`src/rtl/byte_alu_pkg.sv`:
```
package byte_alu_pkg;
    parameter int unsigned BYTE_W = 8;
    localparam int unsigned NIB_W = BYTE_W / 2;

    typedef enum logic [3:0] {
        OP_NOP  = 4'd0,
        OP_LOAD = 4'd1,
        OP_ADD  = 4'd2,
        OP_ADDC = 4'd3,
        OP_SUBB = 4'd4,
        OP_AND  = 4'd5,
        OP_OR   = 4'd6,
        OP_XOR  = 4'd7,
        OP_RLC  = 4'd8,
        OP_RRC  = 4'd9,
        OP_MUL  = 4'd10,
        OP_DIV  = 4'd11
    } alu_op_e;

    typedef struct packed {
        logic [BYTE_W-1:0] acc;
        logic [BYTE_W-1:0] breg;
        logic              cy;
        logic              ac;
        logic              f0;
        logic [1:0]        rs;
        logic              ov;
        logic              f1;
    } alu_state_t;
endpackage

```
`src/rtl/alu_addsub.sv`:
```
module alu_addsub
    import byte_alu_pkg::*;
(
    input  logic [BYTE_W-1:0] a_i,
    input  logic [BYTE_W-1:0] b_i,
    input  logic              cin_i,
    input  logic              sub_i,
    output logic [BYTE_W-1:0] sum_o,
    output logic              cy_o,
    output logic              ac_o,
    output logic              ov_o
);
    logic [BYTE_W-1:0] b_x;
    logic              c_x;
    logic              c_nib;
    logic              c_top;
    logic              c_out;
    logic [NIB_W-1:0]  unused_nib;
    logic [BYTE_W-2:0] unused_low;

    // Subtract as a + ~b + ~borrow; carries become inverted borrows.
    assign b_x = sub_i ? ~b_i : b_i;
    assign c_x = sub_i ? ~cin_i : cin_i;

    assign {c_nib, unused_nib} = {1'b0, a_i[NIB_W-1:0]} + {1'b0, b_x[NIB_W-1:0]}
                               + {{NIB_W{1'b0}}, c_x};
    assign {c_top, unused_low} = {1'b0, a_i[BYTE_W-2:0]} + {1'b0, b_x[BYTE_W-2:0]}
                               + {{(BYTE_W-1){1'b0}}, c_x};
    assign {c_out, sum_o}      = {1'b0, a_i} + {1'b0, b_x} + {{BYTE_W{1'b0}}, c_x};

    assign cy_o = sub_i ? ~c_out : c_out;
    assign ac_o = sub_i ? ~c_nib : c_nib;
    assign ov_o = c_top ^ c_out;
endmodule

```
`src/rtl/alu_logic_rot.sv`:
```
module alu_logic_rot
    import byte_alu_pkg::*;
(
    input  alu_op_e           op_i,
    input  logic [BYTE_W-1:0] a_i,
    input  logic [BYTE_W-1:0] b_i,
    input  logic              cin_i,
    output logic [BYTE_W-1:0] res_o,
    output logic              cy_o
);
    always_comb begin
        res_o = a_i;
        cy_o  = cin_i;
        case (op_i)
            OP_AND: res_o = a_i & b_i;
            OP_OR:  res_o = a_i | b_i;
            OP_XOR: res_o = a_i ^ b_i;
            OP_RLC: begin
                res_o = {a_i[BYTE_W-2:0], cin_i};
                cy_o  = a_i[BYTE_W-1];
            end
            OP_RRC: begin
                res_o = {cin_i, a_i[BYTE_W-1:1]};
                cy_o  = a_i[0];
            end
            default: ;
        endcase
    end
endmodule

```
`src/rtl/alu_muldiv.sv`:
```
module alu_muldiv
    import byte_alu_pkg::*;
(
    input  logic [BYTE_W-1:0] a_i,
    input  logic [BYTE_W-1:0] b_i,
    output logic [BYTE_W-1:0] prod_lo_o,
    output logic [BYTE_W-1:0] prod_hi_o,
    output logic [BYTE_W-1:0] quot_o,
    output logic [BYTE_W-1:0] rem_o,
    output logic              mul_ov_o,
    output logic              div_zero_o
);
    localparam int unsigned PROD_W = 2 * BYTE_W;
    logic [PROD_W-1:0] prod;

    assign prod       = {{BYTE_W{1'b0}}, a_i} * {{BYTE_W{1'b0}}, b_i};
    assign prod_lo_o  = prod[BYTE_W-1:0];
    assign prod_hi_o  = prod[PROD_W-1:BYTE_W];
    assign mul_ov_o   = |prod_hi_o;
    assign div_zero_o = (b_i == '0);
    // Guarded so a zero divisor yields a defined value; the top holds A and B then.
    assign quot_o     = div_zero_o ? '0 : a_i / b_i;
    assign rem_o      = div_zero_o ? '0 : a_i % b_i;
endmodule

```
`src/rtl/byte_alu_status.sv`:
```
module byte_alu_status
    import byte_alu_pkg::*;
(
    input  logic              clk,
    input  logic              rst_n,
    input  logic              op_valid,
    input  logic [3:0]        op_code,
    input  logic [BYTE_W-1:0] opnd_i,
    input  logic              psw_wr,
    input  logic [BYTE_W-1:0] psw_wdata,
    output logic [BYTE_W-1:0] acc_o,
    output logic [BYTE_W-1:0] b_o,
    output logic [BYTE_W-1:0] psw_o,
    output logic [1:0]        bank_o
);
    localparam int unsigned CY_POS = BYTE_W - 1;
    localparam int unsigned AC_POS = BYTE_W - 2;
    localparam int unsigned F0_POS = BYTE_W - 3;
    localparam int unsigned RS_HI  = BYTE_W - 4;
    localparam int unsigned RS_LO  = BYTE_W - 5;
    localparam int unsigned OV_POS = 2;
    localparam int unsigned F1_POS = 1;

    alu_state_t s_q, s_d;
    alu_op_e    op;

    logic [BYTE_W-1:0] as_sum, lr_res, m_lo, m_hi, d_q, d_r;
    logic              as_cy, as_ac, as_ov, lr_cy, m_ov, d_zero, is_sub, cin;
    logic              unused_wp;

    assign op        = alu_op_e'(op_code);
    assign is_sub    = (op == OP_SUBB);
    assign cin       = (op == OP_ADD) ? 1'b0 : s_q.cy;
    assign unused_wp = psw_wdata[0];

    alu_addsub u_addsub (
        .a_i(s_q.acc), .b_i(opnd_i), .cin_i(cin), .sub_i(is_sub),
        .sum_o(as_sum), .cy_o(as_cy), .ac_o(as_ac), .ov_o(as_ov)
    );

    alu_logic_rot u_logic (
        .op_i(op), .a_i(s_q.acc), .b_i(opnd_i), .cin_i(s_q.cy),
        .res_o(lr_res), .cy_o(lr_cy)
    );

    alu_muldiv u_muldiv (
        .a_i(s_q.acc), .b_i(opnd_i),
        .prod_lo_o(m_lo), .prod_hi_o(m_hi), .quot_o(d_q), .rem_o(d_r),
        .mul_ov_o(m_ov), .div_zero_o(d_zero)
    );

    // Software write first; the operation then overrides the flags it owns.
    always_comb begin
        s_d = s_q;
        if (psw_wr) begin
            s_d.cy = psw_wdata[CY_POS];
            s_d.ac = psw_wdata[AC_POS];
            s_d.f0 = psw_wdata[F0_POS];
            s_d.rs = psw_wdata[RS_HI:RS_LO];
            s_d.ov = psw_wdata[OV_POS];
            s_d.f1 = psw_wdata[F1_POS];
        end
        if (op_valid) begin
            case (op)
                OP_LOAD: s_d.acc = opnd_i;
                OP_ADD, OP_ADDC, OP_SUBB: begin
                    s_d.acc = as_sum;
                    s_d.cy  = as_cy;
                    s_d.ac  = as_ac;
                    s_d.ov  = as_ov;
                end
                OP_AND, OP_OR, OP_XOR: s_d.acc = lr_res;
                OP_RLC, OP_RRC: begin
                    s_d.acc = lr_res;
                    s_d.cy  = lr_cy;
                end
                OP_MUL: begin
                    s_d.acc  = m_lo;
                    s_d.breg = m_hi;
                    s_d.cy   = 1'b0;
                    s_d.ov   = m_ov;
                end
                OP_DIV: begin
                    if (!d_zero) begin
                        s_d.acc  = d_q;
                        s_d.breg = d_r;
                    end
                    s_d.cy = 1'b0;
                    s_d.ov = d_zero;
                end
                default: ;
            endcase
        end
    end

    always_ff @(posedge clk or negedge rst_n) begin
        if (!rst_n) s_q <= '0;
        else        s_q <= s_d;
    end

    assign acc_o  = s_q.acc;
    assign b_o    = s_q.breg;
    assign bank_o = s_q.rs;
    assign psw_o  = {s_q.cy, s_q.ac, s_q.f0, s_q.rs, s_q.ov, s_q.f1, ^s_q.acc};

    AST_ADD_SUM: assert property (@(posedge clk) disable iff (!rst_n)
        (op_valid && op_code == 4'd2) |=>
        ({psw_o[CY_POS], acc_o} == ({1'b0, $past(acc_o)} + {1'b0, $past(opnd_i)})));
    AST_LOGIC_KEEPS_FLAGS: assert property (@(posedge clk) disable iff (!rst_n)
        (op_valid && op_code >= 4'd5 && op_code <= 4'd7 && !psw_wr) |=>
        $stable({psw_o[CY_POS], psw_o[AC_POS], psw_o[OV_POS]}));
    AST_RLC_CARRY: assert property (@(posedge clk) disable iff (!rst_n)
        (op_valid && op_code == 4'd8) |=> (psw_o[CY_POS] == $past(acc_o[BYTE_W-1])));
    AST_MUL_CLEARS_CY: assert property (@(posedge clk) disable iff (!rst_n)
        (op_valid && op_code == 4'd10) |=> !psw_o[CY_POS]);
    AST_DIV_ZERO_HOLD: assert property (@(posedge clk) disable iff (!rst_n)
        (op_valid && op_code == 4'd11 && opnd_i == '0) |=>
        (psw_o[OV_POS] && !psw_o[CY_POS] && acc_o == $past(acc_o) && b_o == $past(b_o)));
    AST_USER_BITS_WRITE: assert property (@(posedge clk) disable iff (!rst_n)
        psw_wr |=> ({psw_o[F0_POS], bank_o, psw_o[F1_POS]} ==
                    {$past(psw_wdata[F0_POS]), $past(psw_wdata[RS_HI:RS_LO]),
                     $past(psw_wdata[F1_POS])}));
endmodule

```
`config.mk`:
```
export PLATFORM = sky130hd
export DESIGN_NAME = byte_alu_status
export DESIGN_NICKNAME = d
export VERILOG_FILES = /design/src/rtl/byte_alu_pkg.sv /design/src/rtl/alu_addsub.sv /design/src/rtl/alu_logic_rot.sv /design/src/rtl/alu_muldiv.sv /design/src/rtl/byte_alu_status.sv
export SDC_FILE = /design/constraint.sdc
export NUM_CORES = 1
export LEC_CHECK = 0
export ABC_AREA = 1
export BUFFER_PORTS_ARGS = -buffer_cell sky130_fd_sc_hd__buf_2
export CAP_MARGIN = 40
export CORE_MARGIN = 3
export CORE_UTILIZATION = 55
export CTS_BUF_LIST = sky130_fd_sc_hd__clkbuf_4 sky130_fd_sc_hd__clkbuf_8
export CTS_CLUSTER_SIZE = 24
export DETAILED_ROUTE_END_ITERATION = 7
export PLACE_DENSITY = 0.75
export SETUP_SLACK_MARGIN = 0.15
export SYNTH_ARGS = -nofsm -noshare
export SYNTH_HDL_FRONTEND = slang
export SYNTH_SLANG_ARGS = --single-unit
export TNS_END_PERCENT = 5
```
`constraint.sdc`:
```
create_clock -name clk -period 28.3 [get_ports clk]
set_input_delay 2.83 -clock clk [delete_from_list [all_inputs] [get_ports clk]]
set_output_delay 2.83 -clock clk [all_outputs]
set_load 0.01 [all_outputs]
```
==> impl_metrics.env <==
export IMPL_status="finished, final reports clean"
export IMPL_rows=39
export IMPL_clock_latency_ns=0.28
export IMPL_syn_nets=1129
export IMPL_wl_met1_um=7820
export IMPL_async_flop_share=1.00
export IMPL_first_global_vias=5814
export IMPL_power_density_nw_per_um2=109
export IMPL_vdd_drop_max_v=0.0000692
export IMPL_synth_edf_count=0
export IMPL_post_cts_buffers=0
export IMPL_min_period_over_period=0.477
export IMPL_syn_area_um2=6490
export IMPL_cts_htree_levels=1
export IMPL_cts_hold_buf=0
export IMPL_grt_overflow=0
export IMPL_finalClockSkew_ns=0.0101
export IMPL_synth_cell_types=50
export IMPL_clock_path_buffers=2
export IMPL_num_antenna_cells=0
export IMPL_leakage_nw=3.99
export IMPL_wl_per_cell_um=15.4
export IMPL_cp_top_family="simple AND/OR/NAND/NOR gates"
export IMPL_wl_met2_um=7760
export IMPL_total_power_mw=0.747
export IMPL_ys_seq_area_frac=0.0887
export IMPL_boundaryPins=50
export IMPL_path_clk_slew_ns=0.08
export IMPL_tightestPinTransition_ns=0.906
export IMPL_cpMaxStageDelayCell="nor2_1"
export IMPL_finalWorstPathRequiredPeriod_ns=13.51
export IMPL_startpoint_type="input pin"
export IMPL_path_common_cell="nand2_1"
export IMPL_die_w_um=115
export IMPL_required_ns=28.46
export IMPL_drc=0
export IMPL_critPathMaxStageDelay_ns=0.40
export IMPL_slew_violations=0
export IMPL_rsz0062_at_grt="false"
export IMPL_synth_seq_cells=23
export IMPL_fin_tns_setup_ns=0
export IMPL_ant_nets=0
export IMPL_drt_iter0_markers=516
export IMPL_cts_sinks=23
export IMPL_gp_congestion=1.01
export IMPL_cts_root_buffer="clkbuf_8"
export IMPL_final_common_cell="nand2_1"
export IMPL_vias_per_cell=5.54
export IMPL_crit_arrival_ns=13.68
export IMPL_maxCapViolCount=0
export IMPL_place_hpwl_um=13600
export IMPL_avgSynthCellArea_um2=6.74
export IMPL_max_freq_mhz=74.0
export IMPL_final_cell_mix="218 x nand2_1, 183 x inv_1, 103 x ha_1"
export IMPL_fp_dieArea_um2=13100
export IMPL_synthCells=963
export IMPL_die_h_um=115
export IMPL_hold_viol_final=0
export IMPL_hp_class="reg2reg"
export IMPL_initial_core_util=0.566
export IMPL_yosysWarningCount=0
export IMPL_cp_max_fo=13
export IMPL_routed_top_layer="met4"
export IMPL_synthFlopType="dfrtp_1"
export IMPL_drt_wl_total_um=17500
export IMPL_critPathCaptureType="flip-flop"
export IMPL_max_slew_margin=0.394
export IMPL_finalSetupViolCount=0
export IMPL_cp_num_buf_inv=11
export IMPL_place_port_buffers=48
export IMPL_track_usage=0.271
export IMPL_antenna_found_initial=0
export IMPL_critPathKind="in2reg"
export IMPL_cts_made_buffers=3
export IMPL_grt_max_degree=24
export IMPL_area_growth_syn_to_layout_pct=5.21
export IMPL_nFillCells=1102
export IMPL_core_area_um2=11500
export IMPL_fin_nets=1156
export IMPL_wl_met3_um=1510
export IMPL_grt_pass1_wl_um=28800
export IMPL_vias=6269
export IMPL_cts_tree="built"
export IMPL_drt_first_pass_iters=5
export IMPL_cts_resized=0
export IMPL_drive_gt1_frac=0.0981
## kinds of logic after synthesis
logic type,count (synthesis),synth area share
flops,23,0.0887
compound gates,149,0.140
simple gates,384,0.258
xor+xnor,39,0.0526
buf+inv,221,0.133
mux,5,0.00867
fa+ha+maj,142,0.319
## report_power, final
part / leakage [nW] / internal, mW / switching [mW]
Clock: 0.0255 / 0.00986 / 0.0117
Combinational: 3.69 / 0.246 / 0.416
Sequential: 0.274 / 0.0424 / 0.0208
## cells in the mapped netlist (5+ instances only)
cell | n | area [um^2]
nor2_1 | 57 | 214
or2_2 | 10 | 62.6
mux2_2 | 5 | 56.3
xor2_1 | 34 | 298
o21ai_1 | 8 | 40.0
ha_1 | 103 | 1290
fa_1 | 39 | 781
nand3_1 | 58 | 290
nand4_1 | 9 | 56.3
buf_4 | 5 | 37.5
inv_1 | 183 | 687
a21oi_1 | 56 | 280
o221ai_1 | 8 | 70.1
o22ai_1 | 11 | 68.8
o21bai_1 | 5 | 37.5
dfrtp_1 | 23 | 576
inv_2 | 11 | 41.3
xnor2_1 | 5 | 43.8
o21ai_0 | 29 | 145
o31ai_1 | 5 | 37.5
nor3_1 | 8 | 40.0
buf_2 | 6 | 30.0
clkbuf_1 | 15 | 56.3
nand2_1 | 218 | 818
nor2_2 | 5 | 31.3
## path summary, 6_finish.rpt
check,endpoint,from,slack (ns),cells past startpoint
max in group asynchronous,b_o[3]$_DFFE_PN0P_,rst_n,25.42,1
min,b_o[7]$_DFFE_PN0P_,b_o[7]$_DFFE_PN0P_,0.48,2
min reg2reg,b_o[7]$_DFFE_PN0P_,b_o[7]$_DFFE_PN0P_,0.48,2
max,b_o[7]$_DFFE_PN0P_,opnd_i[0],14.79,71
min in group asynchronous,b_o[0]$_DFFE_PN0P_,rst_n,2.52,1
max reg2reg,b_o[7]$_DFFE_PN0P_,acc_o[4]$_DFFE_PN0P_,17.01,71
## sequential cells by signal (all words and copies together) (netlist names)
name	cells
acc_o	8
b_o	8
bank_o	2
psw_o	5
## metrics by stage
stage	instance area (um^2)	cells	setup WS, ns	utilization	hold WS [ns]
after floorplan	6490	963	16.52	-	0.515
after global placement	6780	1128	14.77	0.591	0.462
after detailed placement	6780	1128	14.68	0.591	0.461
after CTS	6830	1132	14.92	0.595	0.484
after global routing	6830	1132	13.43	0.595	0.522
final	6830	1132	14.79	0.595	0.482
## worst reg2reg max path: cells and delay by family, from the launching register on
family | cells | cell delay (ns)
buf+inv | 11 | 1.35
flops | 1 | 0.80
simple gates | 41 | 4.98
compound gates | 11 | 1.53
fa+ha+maj | 8 | 2.49
## layer usage
layer  up-vias  global-route usage
met5         -                   0
li1       3138                   -
met2       250               0.431
met3        28              0.0333
met1      2853               0.390
met4         0              0.0641
## layout make-up
type	instances	area [um^2]	share of cell area
clock buffer	3	41.3	0.00605
clock inverter	1	5.00	0.000733
inverter	194	728	0.107
multi-input combinational	719	5050	0.740
sequential	23	576	0.0843
tap	143	179	0.0262
timing repair buffer	49	248	0.0363
Note: power is estimated with default switching activity, not from simulation.
